<file path="config.mk">
export PLATFORM = sky130hd
export DESIGN_NAME = ow_triplet_seq
export DESIGN_NICKNAME = d
export VERILOG_FILES = /design/src/rtl/ow_trip_pkg.sv /design/src/rtl/ow_trip_ctrl.sv /design/src/rtl/ow_trip_capture.sv /design/src/rtl/ow_triplet_seq.sv
export SDC_FILE = /design/constraint.sdc
export NUM_CORES = 1
export LEC_CHECK = 0
export BUFFER_PORTS_ARGS = -buffer_cell sky130_fd_sc_hd__buf_2
export CORE_AREA = 2 2 39 41
export CTS_CLUSTER_DIAMETER = 30
export DETAILED_ROUTE_END_ITERATION = 16
export DIE_AREA = 0 0 41 43
export GPL_ROUTABILITY_DRIVEN = 0
export PLACE_DENSITY_LB_ADDON = 0.3
export SYNTH_ARGS = -nofsm -noshare
export SYNTH_HDL_FRONTEND = slang
export SYNTH_SLANG_ARGS = --single-unit
</file>
<file path="constraint.sdc">
create_clock -name clk -period 2.08 [get_ports clk]
set_input_delay 0.208 -clock clk [delete_from_list [all_inputs] [get_ports clk]]
set_output_delay 0.208 -clock clk [all_outputs]
set_load 0.02 [all_outputs]
</file>
<file path="src/rtl/ow_trip_pkg.sv">
package ow_trip_pkg;

  localparam int STATUS_W = 2;

  typedef enum logic [2:0] {
    ST_IDLE  = 3'd0,
    ST_READA = 3'd1,
    ST_READB = 3'd2,
    ST_WRITE = 3'd3,
    ST_FIN   = 3'd4
  } seq_state_t;

  // Write-bit choice from the collected answer pair and the preferred direction.
  function automatic logic pick_write_bit(input logic [STATUS_W-1:0] code,
                                          input logic                dir);
    logic result;
    if (code[1])       result = 1'b1;
    else if (code[0])  result = 1'b0;
    else               result = dir;
    return result;
  endfunction

endpackage

</file>
<file path="src/rtl/ow_trip_ctrl.sv">
module ow_trip_ctrl
  import ow_trip_pkg::*;
(
  input  logic clk,
  input  logic rst_n,
  input  logic start_i,
  input  logic slot_done_i,
  output logic busy_o,
  output logic rd_req_o,
  output logic wr_req_o,
  output logic done_o,
  output logic accept_o,
  output logic cap_first_o,
  output logic cap_second_o
);

  seq_state_t state_q, state_d;

  always_comb begin
    state_d = state_q;
    unique case (state_q)
      ST_IDLE:  if (start_i)     state_d = ST_READA;
      ST_READA: if (slot_done_i) state_d = ST_READB;
      ST_READB: if (slot_done_i) state_d = ST_WRITE;
      ST_WRITE: if (slot_done_i) state_d = ST_FIN;
      ST_FIN:                    state_d = ST_IDLE;
      default:                   state_d = ST_IDLE;
    endcase
  end

  always_ff @(posedge clk or negedge rst_n) begin
    if (!rst_n) state_q <= ST_IDLE;
    else        state_q <= state_d;
  end

  assign busy_o       = (state_q != ST_IDLE);
  assign rd_req_o     = (state_q == ST_READA) || (state_q == ST_READB);
  assign wr_req_o     = (state_q == ST_WRITE);
  assign done_o       = (state_q == ST_FIN);
  assign accept_o     = (state_q == ST_IDLE) && start_i;
  assign cap_first_o  = (state_q == ST_READA) && slot_done_i;
  assign cap_second_o = (state_q == ST_READB) && slot_done_i;

  // never two requests at once, and no request alongside done
  assert_one_request_R1: assert property (@(posedge clk) disable iff (!rst_n)
    $onehot0({rd_req_o, wr_req_o, done_o}));

  // a pending request is held until acknowledged
  assert_req_held_R1: assert property (@(posedge clk) disable iff (!rst_n)
    (rd_req_o && !slot_done_i) |=> rd_req_o);

  // done is a single-cycle pulse
  assert_done_pulse_R6: assert property (@(posedge clk) disable iff (!rst_n)
    done_o |=> !done_o);

  // acknowledged write slot is followed by done
  assert_done_after_write_R6: assert property (@(posedge clk) disable iff (!rst_n)
    (wr_req_o && slot_done_i) |=> done_o);

  // the accepted start raises a read request on the next cycle
  assert_first_read_R9: assert property (@(posedge clk) disable iff (!rst_n)
    accept_o |=> (rd_req_o && busy_o));

endmodule

</file>
<file path="src/rtl/ow_trip_capture.sv">
module ow_trip_capture
  import ow_trip_pkg::*;
(
  input  logic                clk,
  input  logic                rst_n,
  input  logic                accept_i,
  input  logic                dir_i,
  input  logic                cap_first_i,
  input  logic                cap_second_i,
  input  logic                bit_i,
  output logic [STATUS_W-1:0] status_o,
  output logic                wr_bit_o
);

  logic                dir_q;
  logic [STATUS_W-1:0] code_q;

  always_ff @(posedge clk or negedge rst_n) begin
    if (!rst_n) begin
      dir_q  <= 1'b0;
      code_q <= '0;
    end else begin
      if (accept_i)     dir_q     <= dir_i;
      if (cap_first_i)  code_q[1] <= bit_i;
      if (cap_second_i) code_q[0] <= bit_i;
    end
  end

  assign status_o = code_q;
  assign wr_bit_o = pick_write_bit(code_q, dir_q);

  // first captured bit lands in the high status bit
  assert_first_bit_R2: assert property (@(posedge clk) disable iff (!rst_n)
    cap_first_i |=> (code_q[1] == $past(bit_i)));

  // second captured bit lands in the low status bit
  assert_second_bit_R2: assert property (@(posedge clk) disable iff (!rst_n)
    cap_second_i |=> (code_q[0] == $past(bit_i)));

endmodule

</file>
<file path="src/rtl/ow_triplet_seq.sv">
module ow_triplet_seq
  import ow_trip_pkg::*;
(
  input  logic       clk,
  input  logic       rst_n,
  input  logic       start_i,
  input  logic       dir_i,
  output logic       busy_o,
  output logic       rd_req_o,
  output logic       wr_req_o,
  output logic       wr_bit_o,
  input  logic       slot_done_i,
  input  logic       rd_bit_i,
  output logic       done_o,
  output logic [1:0] status_o
);

  logic accept_w;
  logic cap_first_w;
  logic cap_second_w;
  logic [STATUS_W-1:0] code_w;

  ow_trip_ctrl u_ctrl (
    .clk          (clk),
    .rst_n        (rst_n),
    .start_i      (start_i),
    .slot_done_i  (slot_done_i),
    .busy_o       (busy_o),
    .rd_req_o     (rd_req_o),
    .wr_req_o     (wr_req_o),
    .done_o       (done_o),
    .accept_o     (accept_w),
    .cap_first_o  (cap_first_w),
    .cap_second_o (cap_second_w)
  );

  ow_trip_capture u_cap (
    .clk          (clk),
    .rst_n        (rst_n),
    .accept_i     (accept_w),
    .dir_i        (dir_i),
    .cap_first_i  (cap_first_w),
    .cap_second_i (cap_second_w),
    .bit_i        (rd_bit_i),
    .status_o     (code_w),
    .wr_bit_o     (wr_bit_o)
  );

  assign status_o = code_w;

  // code 01 always writes zero
  assert_write_zero_R4: assert property (@(posedge clk) disable iff (!rst_n)
    (wr_req_o && code_w == 2'b01) |-> !wr_bit_o);

  // a set first bit always writes one
  assert_write_one_R5: assert property (@(posedge clk) disable iff (!rst_n)
    (wr_req_o && code_w[1]) |-> wr_bit_o);

  // status does not move while idle
  assert_idle_status_R7: assert property (@(posedge clk) disable iff (!rst_n)
    (!busy_o && !start_i) |=> $stable(status_o));

  // start during an operation does not restart it
  assert_busy_start_R7: assert property (@(posedge clk) disable iff (!rst_n)
    (busy_o && !done_o) |=> busy_o);

endmodule

</file>
Word level (Yosys, flattened, before mapping) --
Index checks and enable logic that the tools add are counted.
Operators by class: equality and inequality tests 8, muxes and demuxes 7, reduce and logical (&&, ||, !) cells 7
Operator list (count):
- 3-bit two-way mux | 4
- 3-bit one-hot mux with 4 select lines | 1
- 3-bit by 2-bit == test with 1-bit output, second input constant | 2
- 2-bit inequality test, second input constant | 3
- 4-bit AND reduction | 1
- 3-bit by 1-bit == test with 1-bit output, second input constant | 1
- 3-bit == test, second input constant | 1
- 1-bit logical AND | 3
- 3-bit logical NOT | 1
- 3-bit nonzero test | 1
- 1-bit two-way mux | 2
- 2-bit by 1-bit inequality test with 1-bit output, second input constant | 1
- 1-bit logical OR | 1
Word-level totals: flip-flop bits (word level) 6, bits of input ports 6, output and inout port bits 7, logic and storage cells 26

Depth between registers and ports, before layout --
word-level depth 3, mapped depth 3, mapped depth without buffers 2

Cells and area by module --
A second synthesis with hierarchy kept.
Second synthesis, totals: cell total of the unflattened synthesis 32, area, all modules 330.3 um2
By module, submodules not included:
- ow_trip_ctrl | times used 1, cells an instance 23, area an instance 205.2 um2, sequential area each 75.1 um2
- ow_trip_capture | times used 1, cells an instance 9, area an instance 125.1 um2, sequential area each 75.1 um2

Worst setup path before layout --
Ideal clock, no wire load.
path type register to output, from register u_ctrl.state_q[0], to output port done_o, data arrival time 1040 ps, required time 1872 ps, path slack 832 ps, cell stages (with the launch flop) 3, path through dfrtp_1 > buf_6 > nor3b_1
On the way: longest elaborated chain between the ends 1
RTL lines:
- start, declared | RTL line ow_trip_ctrl.sv:17 | seq_state_t state_q, state_d;
- start signal, assigned | RTL line ow_trip_ctrl.sv:33 | else state_q <= state_d;
- 3-bit == test | RTL line ow_trip_ctrl.sv:39 | assign done_o = (state_q == ST_FIN);
- end, declared | RTL line ow_triplet_seq.sv:14 | output logic done_o,
Every way passes these cells.

Worst setup path after layout --
from register u_ctrl.state_q[0], to output port busy_o
On the way: longest elaborated chain between the ends 1
RTL lines:
- 3-bit nonzero test | RTL line ow_trip_ctrl.sv:36 | assign busy_o = (state_q != ST_IDLE);
- end, declared | RTL line ow_triplet_seq.sv:8 | output logic busy_o,
Every way passes these cells.

==> flow_summary.toml <==
[status]
status = "finished clean"

[finish]
fill_cells = 148
diodes = 0
seq_area_um2 = 150
multi_input_area_um2 = 185
area.growth.synth_to_final_pct = 22.4
finalNetCount = 51
stdcell_count = 59
drive_above_1_share_pct = 46.5

[sta]
fin_skew_ns = 0.00181
slew_headroom_pct = 75.5
hold_ws_ns = 0.186
rsz0062_at_grt = "false"
drv_slew = 0
hold_viol = 0
period_needed_ns = 1.53
tns_ns = 0
finalSetupViolCount = 0
finalCritPeriodShare_pct = 73.4
tightest_slew_ns = 0.368
fmaxAchievable_ghz = 0.655

[routing]
first_iter_violations = 2
drc = 0
via_per_inst = 4.56
wl_per_cell_um = 11.7
vias = 269
routed_wl_um = 689
drt_first_pass_iters = 3
ant_nets = 0

[synth]
synth_xor_area_share_pct = 2.37
synth_compound_gate_area_share_pct = 9.49
ys_top_cells_by_area = "dfrtp_1, mux2_4, and4bb_1, nor4b_4, buf_6"
yosys.area_share.simple_pct = 24.1
syn_avg_cell_area_um2 = 12.3
ys_types = 19
synth_top_family_by_area = "simple AND/OR/NAND/NOR gates"
synth_area_leader_cell = "dfrtp_1"
synth_fa_ha_area_share_pct = 0
synth-seq-cells = 6
yosysMostFrequentCell = "dfrtp_1"
synthFlopType = "dfrtp_1"
synthCells = 30
syn_area_um2 = 369
synthMuxAreaShare_pct = 14.2
synth_top_area_share_pct = 40.7
synth_edf_count = 0
syn_nets = 36
synthArstFlopShare_pct = 100
ys_seq_area_share_pct = 40.7
yosysWarnings = 0

[floorplanning]
rows = 14
io-pin-count = 13
die_y_um = 43
dieArea_um2 = 1760
die_w_um = 41
core-area_um2 = 1380
start_util_pct = 26.7

[power_and_ir_drop]
vdd_drop_max_mv = 0.634
p_leak_nw = 0.218
powerDensity_nw_per_um2 = 1630

[cts]
numCtsBuffers = 3
cts_resized = 0
htree_num_levels = 1
cts_tree = "done"
clk_path_buf_depth = 2
cts_sinks = 6
post_cts_buffers = 0
clkLatencyLatePin_ns = 0.25
ctsRootBufferMaster = "clkbuf_4"
clkTransAtPathRegs_ns = 0.05

[job]
drv_cap = 0

[global_routing]
grt_pass1_vias = 259
grt_max_degree = 12
grt.total_usage_pct = 10.3
antenna_found_initial = 0
overflow = 0
grt_pass1_wl_mm = 1.12

[setup_path]
crit_path_start = "u_ctrl.state_q[0]$_DFFE_PN0P_"
critPathMaxFanout = 11
slowest_delay_ns = 0.50
slowest_stage = "dfrtp_1"
crit_arrival_ns = 1.32
cp.required_ns = 1.87
worstPathCellList = "or3_1, buf_2"
cp-start-kind = "flip-flop"
critPathKind = "flip-flop to primary output"
r2r_slack_ns = 0.80
end_kind = "primary output"
r2r_start = "u_ctrl.state_q[0]$_DFFE_PN0P_"

[worst_hold_path]
hold_class = "primary input to flip-flop"
min-delay-start = "dir_i"

[place]
place_inst = 55
portBuffers = 12
-- cells by family (layout without fill, tap and decap cells) --
logic type,count (synthesis),in the layout
compound gates,5,5
xor+xnor,1,1
buf+inv,4,17
mux,4,4
flops,6,6
simple gates,10,10
-- final timing paths --
check / endpoint / depth (start not counted)
min in group asynchronous: u_cap.status_o[0]$_DFFE_PN0P_ / 2
max reg2reg: u_cap.dir_q$_DFFE_PN0P_ / 2
min: u_cap.dir_q$_DFFE_PN0P_ / 2
min reg2reg: u_cap.dir_q$_DFFE_PN0P_ / 1
max: busy_o / 2
max in group asynchronous: u_cap.dir_q$_DFFE_PN0P_ / 2
-- layer usage --
layer / share of wire [%] / track usage, % / up-vias / wire [um]
li1: - / - / 133 / -
met1: 47 / 12.4 / 123 / 323
met2: 44 / 13.4 / 11 / 300
met3: 7.8 / 3.14 / 2 / 54
met4: 1.6 / 10.0 / 0 / 11
met5: 0 / 0 / - / 0
-- final cells by class --
cell class                      count  area share (%)
Tap cell                           16            4.43
Inverter                            1           0.831
Timing Repair Buffer               13            15.5
Sequential cell                     6            33.2
Clock buffer                        3            4.99
Multi-Input combinational cell     20            41.0
-- stage by stage --
step	setup slack [ns]	instance area [um^2]	total power [mW]	utilization, %
6_report	0.553	452	0.735	32.6
5_1_grt	0.472	452	0.805	32.6
2_1_floorplan	0.832	369	0.565	-
3_3_place_gp	0.822	419	0.619	30.3
3_5_place_dp	0.802	419	0.629	30.3
4_1_cts	0.545	452	0.747	32.6
-- worst max-delay path, delay by kind of cell, from the launching register on --
kind | cells | cell delay, ns
flip-flops | 1 | 0.50
AND/OR/NAND/NOR | 1 | 0.41
buffers and inverters | 1 | 0.16
-- power by group --
group / switching (mW) / leakage (nW) / internal (mW)
registers: 0.0948 / 0.0732 / 0.171
clock network: 0.0443 / 0.0138 / 0.0654
logic: 0.175 / 0.131 / 0.185
-- state kept, by name, summed over array words and instances (netlist names) --
register,cells
u_cap.dir_q,1
u_ctrl.state_q,3
u_cap.status_o,2
-- what timing repair did --
item | 4_1_cts | 5_1_grt
hold buffers | 1 | 0
endpoints found under the setup margin | 0 | 0
hold endpoints to repair | 6 | 0
-- placed cells by master, fill, tap and decap left out --
master / synthesis / routed
a21bo_2: 1 / 1
a21o_1: 1 / 1
a21oi_1: 2 / 2
and4bb_1: 2 / 2
buf_2: 0 / 12
clkbuf_4: 0 / 3
dfrtp_1: 6 / 6
dlygate4sd3_1: 0 / 1
inv_1: 1 / 1
mux2_1: 1 / 1
mux2_2: 1 / 1
mux2_4: 2 / 2
nand2_1: 1 / 1
nand3b_1: 1 / 1
nor2_1: 2 / 2
nor3b_1: 2 / 2
nor4b_4: 1 / 1
o21a_1: 1 / 1
or3_1: 1 / 1
xnor2_1: 1 / 1
Power figures use the tool's default switching activity.
